<file path="config.mk">
export PLATFORM = sky130hd
export DESIGN_NAME = redundant_result_adder
export DESIGN_NICKNAME = d
export VERILOG_FILES = /design/src/rtl/rra_pkg.sv /design/src/rtl/rra_ctrl.sv /design/src/rtl/rra_datapath.sv /design/src/rtl/redundant_result_adder.sv
export SDC_FILE = /design/constraint.sdc
export NUM_CORES = 1
export LEC_CHECK = 0
export ABC_AREA = 1
export BUFFER_PORTS_ARGS = -buffer_cell sky130_fd_sc_hd__buf_2
export CAP_MARGIN = 20
export CORE_MARGIN = 5
export CORE_UTILIZATION = 31
export DETAILED_ROUTE_END_ITERATION = 6
export SLEW_MARGIN = 40
export SYNTH_ARGS = -nofsm -noshare
export SYNTH_HDL_FRONTEND = slang
export SYNTH_SLANG_ARGS = --single-unit
</file>
<file path="constraint.sdc">
create_clock -name clk -period 6.62 [get_ports clk]
set_input_delay 1.324 -clock clk [delete_from_list [all_inputs] [get_ports clk]]
set_output_delay 1.324 -clock clk [all_outputs]
set_load 0.005 [all_outputs]
</file>
<file path="src/rtl/rra_pkg.sv">
package rra_pkg;
  typedef struct packed {
    logic load;
    logic step;
    logic last;
  } rraCtl_t;
endpackage

</file>
<file path="src/rtl/rra_ctrl.sv">
module rra_ctrl
  import rra_pkg::*;
#(
  parameter int NUM_SLICES = 3
) (
  input  logic    clk,
  input  logic    rstN,
  input  logic    start,
  output rraCtl_t ctl,
  output logic    busy,
  output logic    done
);
  localparam int CNT_W = (NUM_SLICES > 1) ? $clog2(NUM_SLICES) : 1;
  localparam logic [CNT_W-1:0] LAST_IDX = CNT_W'(NUM_SLICES - 1);

  logic             busyReg;
  logic             doneReg;
  logic [CNT_W-1:0] sliceCnt;

  always_comb begin
    ctl.load = !busyReg && start;
    ctl.step = busyReg;
    ctl.last = busyReg && (sliceCnt == LAST_IDX);
  end

  always_ff @(posedge clk or negedge rstN) begin
    if (!rstN) begin
      busyReg  <= 1'b0;
      doneReg  <= 1'b0;
      sliceCnt <= '0;
    end else begin
      doneReg <= ctl.last;
      if (!busyReg) begin
        if (start) begin
          busyReg  <= 1'b1;
          sliceCnt <= '0;
        end
      end else if (sliceCnt == LAST_IDX) begin
        busyReg <= 1'b0;
      end else begin
        sliceCnt <= sliceCnt + 1'b1;
      end
    end
  end

  assign busy = busyReg;
  assign done = doneReg;

  // an idle start makes the block busy on the next cycle
  a_r4_start_to_busy: assert property (@(posedge clk) disable iff (!rstN)
    (start && !busy) |=> busy);
  // done is a single-cycle pulse
  a_r4_done_pulse: assert property (@(posedge clk) disable iff (!rstN)
    done |=> !done);
  // busy is already low in the done cycle
  a_r5_done_not_busy: assert property (@(posedge clk) disable iff (!rstN)
    done |-> !busy);
  // done only follows a busy cycle
  a_r5_done_after_busy: assert property (@(posedge clk) disable iff (!rstN)
    $rose(done) |-> $past(busy));
endmodule

</file>
<file path="src/rtl/rra_datapath.sv">
module rra_datapath
  import rra_pkg::*;
#(
  parameter int WORD_W     = 16,
  parameter int NUM_WORDS  = 8,
  parameter int SLICE_W    = 56,
  parameter int NUM_SLICES = 3
) (
  input  logic                              clk,
  input  logic                              rstN,
  input  rraCtl_t                           ctl,
  input  logic [NUM_WORDS*WORD_W-1:0]       sumWords,
  input  logic [NUM_WORDS*(WORD_W+1)-1:0]   carryWords,
  output logic [WORD_W*(NUM_WORDS+2)-1:0]   result
);
  localparam int UP_W  = WORD_W * (NUM_WORDS + 1);
  localparam int PAD_W = NUM_SLICES * SLICE_W;
  localparam int CW    = WORD_W + 1;

  logic [UP_W-1:0]   opSum, opLow, opTop, csaX, csaMaj;
  logic [PAD_W-1:0]  sumReg, carReg, accReg, accNext;
  logic [WORD_W-1:0] lowReg;
  logic              cyReg;
  logic [SLICE_W:0]  sliceAdd;
  logic [UP_W+WORD_W-1:0] outReg;

  // three aligned operands above the lowest word
  always_comb begin
    opSum = '0;
    opSum[(NUM_WORDS-1)*WORD_W-1:0] = sumWords[NUM_WORDS*WORD_W-1:WORD_W];
  end

  for (genvar j = 0; j < NUM_WORDS; j++) begin : g_carry
    assign opLow[j*WORD_W +: WORD_W] = carryWords[j*CW +: WORD_W];
    assign opTop[j*WORD_W +: WORD_W] =
      {{(WORD_W-1){1'b0}}, (j == 0) ? 1'b0 : carryWords[(j-1)*CW + WORD_W]};
  end
  assign opLow[UP_W-1 -: WORD_W] = '0;
  assign opTop[UP_W-1 -: WORD_W] =
    {{(WORD_W-1){1'b0}}, carryWords[(NUM_WORDS-1)*CW + WORD_W]};

  // carry-save layer
  assign csaX   = opSum ^ opLow ^ opTop;
  assign csaMaj = (opSum & opLow) | (opSum & opTop) | (opLow & opTop);

  assign sliceAdd = {1'b0, sumReg[SLICE_W-1:0]} + {1'b0, carReg[SLICE_W-1:0]}
                  + {{SLICE_W{1'b0}}, cyReg};
  assign accNext  = {sliceAdd[SLICE_W-1:0], accReg[PAD_W-1:SLICE_W]};

  always_ff @(posedge clk or negedge rstN) begin
    if (!rstN) begin
      sumReg <= '0;
      carReg <= '0;
      accReg <= '0;
      lowReg <= '0;
      cyReg  <= 1'b0;
      outReg <= '0;
    end else if (ctl.load) begin
      sumReg <= PAD_W'(csaX);
      carReg <= PAD_W'({csaMaj[UP_W-2:0], 1'b0});
      lowReg <= sumWords[WORD_W-1:0];
      cyReg  <= 1'b0;
    end else if (ctl.step) begin
      sumReg <= sumReg >> SLICE_W;
      carReg <= carReg >> SLICE_W;
      cyReg  <= sliceAdd[SLICE_W];
      accReg <= accNext;
      if (ctl.last) outReg <= {accNext[UP_W-1:0], lowReg};
    end
  end

  assign result = outReg;

  // the top slice never carries out of the result width
  a_r8_no_overflow: assert property (@(posedge clk) disable iff (!rstN)
    ctl.last |-> !sliceAdd[SLICE_W]);
  // the result moves only when the final slice completes
  a_r7_result_held: assert property (@(posedge clk) disable iff (!rstN)
    !ctl.last |=> $stable(result));
endmodule

</file>
<file path="src/rtl/redundant_result_adder.sv">
module redundant_result_adder
  import rra_pkg::*;
#(
  parameter int WORD_W    = 16,
  parameter int NUM_WORDS = 8,
  parameter int SLICE_W   = 56
) (
  input  logic                              clk,
  input  logic                              rstN,
  input  logic                              start,
  input  logic [NUM_WORDS*WORD_W-1:0]       sumWords,
  input  logic [NUM_WORDS*(WORD_W+1)-1:0]   carryWords,
  output logic                              busy,
  output logic                              done,
  output logic [WORD_W*(NUM_WORDS+2)-1:0]   result
);
  localparam int UP_W       = WORD_W * (NUM_WORDS + 1);
  localparam int NUM_SLICES = (UP_W + SLICE_W - 1) / SLICE_W;

  rraCtl_t ctl;

  rra_ctrl #(.NUM_SLICES(NUM_SLICES)) i_ctrl (
    .clk(clk), .rstN(rstN), .start(start),
    .ctl(ctl), .busy(busy), .done(done)
  );

  rra_datapath #(
    .WORD_W(WORD_W), .NUM_WORDS(NUM_WORDS),
    .SLICE_W(SLICE_W), .NUM_SLICES(NUM_SLICES)
  ) i_datapath (
    .clk(clk), .rstN(rstN), .ctl(ctl),
    .sumWords(sumWords), .carryWords(carryWords), .result(result)
  );
endmodule

</file>
==> impl_metrics.ini <==
[final_layout]
final_common_cell = nand2_1
finalNetCount = 4195
final_cell_mix = nand2_1 (1,334), dfrtp_1 (535), inv_1 (455)
syn_to_final_growth_pct = 20.1
drive_gt1_share_pct = 16.0

[critical_path]
crit_family = buffers and inverters
critical_path_class = register to register
start_kind = register
crit_required_ns = 7.14
crit_buf_inv = 4
crit_fanout = 110
crit_path_cell_trace = inv_4 -> nand2_4 -> inv_8 -> buf_16 -> buf_4 -> nand2_1 -> o221ai_1
worstSetupEndpointType = register
reg2reg_slack_ns = 3.17
rr_endpoint = i_datapath.sumReg[56]
r2r_cells = 7
startpoint = i_ctrl.busy
r2r_start = i_ctrl.busy
cp.depth = 7
cp.arrival_ns = 3.97
cp_slowest_stage_delay_ns = 0.75
critPathSlowestCell = dfrtp_4

[global_routing]
grt_max_degree = 146
antenna_found_initial = 10
grt_pass1_vias = 22500
grt_pass1_wl_um = 131000
grt-ovfl-total = 0
grt_usage_pct = 17.7

[power_and_ir_drop]
p_sw_mw = 4.51
power.internal_mw = 7.70
clkPwrFrac_pct = 29.2
power.density_nw_per_um2 = 374
power_frac_comb_pct = 30.4
p_seq_share_pct = 40.4
ir_drop_mv = 0.203
finalPower_mw = 12.2
switching_share_pct = 36.9
p_leak_nw = 17.3

[detailed_routing]
vias = 22668
ant_nets = 0
drt-vias-per-instance = 4.57
wl_per_cell_um = 17.1
wl_met3_um = 4720
routed_wl_um = 84900
met2_length_um = 37900
drt_iter0_markers = 1521
drtPass1Iterations = 7
wl_met1_um = 40000
routed.top_layer = met5
drc_errors = 0

[job]
maxCapViolations = 0

[place]
port_buffers = 428
globalplace.congestion = 0.912
dp_hpwl_um = 63800

[timing]
max_slew_margin_pct = 46.8
fmax_mhz = 290
finalSetupTns_ns = 0
setup_viol = 0
period_share_pct = 52.1
tightest_slew_ns = 0.798
rsz0062_at_grt = no
slew_viol_final = 0
fin_crit_ns = 3.45
clock_skew_ns = 0.0205
finalHoldViolCount = 0

[status]
outcome = completed

[yosys]
yosys.area.top_type_share_pct = 49.4
synth.ff_latch_count = 536
synth-adder-area-share_pct = 8.10
synth-edff-count = 0
synthXorXnorAreaFrac_pct = 0.774
synth_compound_area_share_pct = 9.33
ys_seq_area_share_pct = 49.4
synth_simple_gate_area_share_pct = 23.9
synthArstFlopShare_pct = 100
synth.net_count = 3814
synth_top_family_by_area = simple AND/OR/NAND/NOR gates
avgSynthCellArea_um2 = 8.04
yosysTopAreaCell = dfrtp_1
synth_area_leaders = dfrtp_1 (49%), nand2_1 (18%), ha_1 (7.5%), inv_1 (6.3%), o21ai_0 (4.4%)
ys_types = 36
ys_warn_count = 0
netlist_instances = 3376
synth.cell_area_um2 = 27200
synthMuxAreaShare_pct = 0
ys_dominant_reg_cell = dfrtp_1

[clocking]
clk_pin_slew_ns = 0.06
cts_hold_buf = 0
cts_buffers = 60
cts.path.max_buffers = 3
cts_tree = built
cts.sinks = 536
htreeDepth = 2
clock-root-buffer = clkbuf_16
ctsResizeCount = 0
post-cts-setup-buffers = 0
clk_latency_ns = 0.62

[min_path]
hp-start = i_datapath.lowReg[1]
hold_class = register to register
hold_depth = 2
holdPathEnd = i_datapath.result[1]

[die]
start_util_pct = 31.3
die_y_um = 306
ios = 429
core_area_um2 = 86900
die_area_um2 = 93600
rows = 108
fp.dieW_um = 306
==> power by group through the flow <==
| stage | clock network (mW) | logic (mW) | registers [mW] |
|---|---|---|---|
| 2_1_floorplan | 0 | 2.24 | 4.76 |
| 3_3_place_gp | 0 | 3.69 | 4.98 |
| 3_5_place_dp | 0 | 3.75 | 5.00 |
| 4_1_cts | 3.66 | 3.78 | 4.94 |
| 5_1_grt | 3.80 | 4.24 | 5.06 |
| 6_report | 3.56 | 3.71 | 4.93 |
==> layout make-up <==
type | instances | area, µm²
clock inverter | 21 | 335
tap | 1155 | 1450
sequential | 536 | 13400
antenna | 7 | 17.5
multi-input combinational | 2243 | 11400
clock buffer | 87 | 1790
fill | 9147 | 54300
inverter | 467 | 1760
timing repair buffer | 449 | 2420
==> cells in the mapped netlist, types with 22 or more instances <==
master	n
nand2_1	1335
dfrtp_1	536
inv_1	457
o21ai_0	241
ha_1	163
nand3_1	137
nor2_1	80
clkbuf_1	77
o211ai_1	67
buf_2	48
a22o_1	45
a21oi_1	39
o21ai_1	22
==> metrics by stage <==
stage,instance area [µm²],utilization (%),hold WS (ns),worst slack [ns],cells
after floorplan,27200,-,0.442,4.38,3376
after global placement,30400,34.9,0.452,3.01,4846
after detailed placement,30400,35.0,0.460,3.12,4848
after CTS,32600,37.5,0.455,3.11,4956
after global routing,32600,37.5,0.483,2.85,4962
final,32600,37.5,0.457,3.17,4965
==> routing by layer <==
metal	vias to the layer above	global-route usage, %
met5	-	0
met4	6	5.02
met3	123	3.09
met2	560	27.5
met1	10604	25.5
li1	11375	-
==> worst register-to-register path: cells and delay by family, from the launching register on <==
family                 cells  cell delay (ns)
buffers and inverters      4             1.99
DFF                        1             0.75
and+or+nand+nor            2             0.51
AOI/OAI and AO/OA          1             0.11
==> how the worst max path moves through the flow <==
stage	end	slack, ns
floorplan	i_datapath.cyReg	4.38
global placement	i_datapath.carReg[105]	3.01
detailed placement	i_datapath.carReg[64]	3.12
CTS	i_datapath.sumReg[13]	3.11
global route	i_datapath.sumReg[55]	2.85
finish	i_datapath.sumReg[56]	3.17
==> state kept, by name, summed over array words and instances (netlist names) <==
| register | cells |
|---|---|
| i_datapath.result | 160 |
| i_datapath.sumReg | 129 |
| i_datapath.carReg | 114 |
| i_datapath.accReg | 112 |
| i_datapath.lowReg | 16 |
| i_ctrl.sliceCnt | 2 |
| i_ctrl.busy | 1 |
| i_ctrl.done | 1 |
| i_datapath.cyReg | 1 |
==> logic make-up (layout without fill, tap and decap cells) <==
logic type | count (synthesis) | after routing
compound gates | 428 | 428
xor+xnor | 24 | 24
fa+ha+maj | 171 | 171
buf+inv | 597 | 1024
flops | 536 | 536
other cells | 0 | 7
simple gates | 1620 | 1620
No activity file was read; power rests on OpenSTA's default activity.
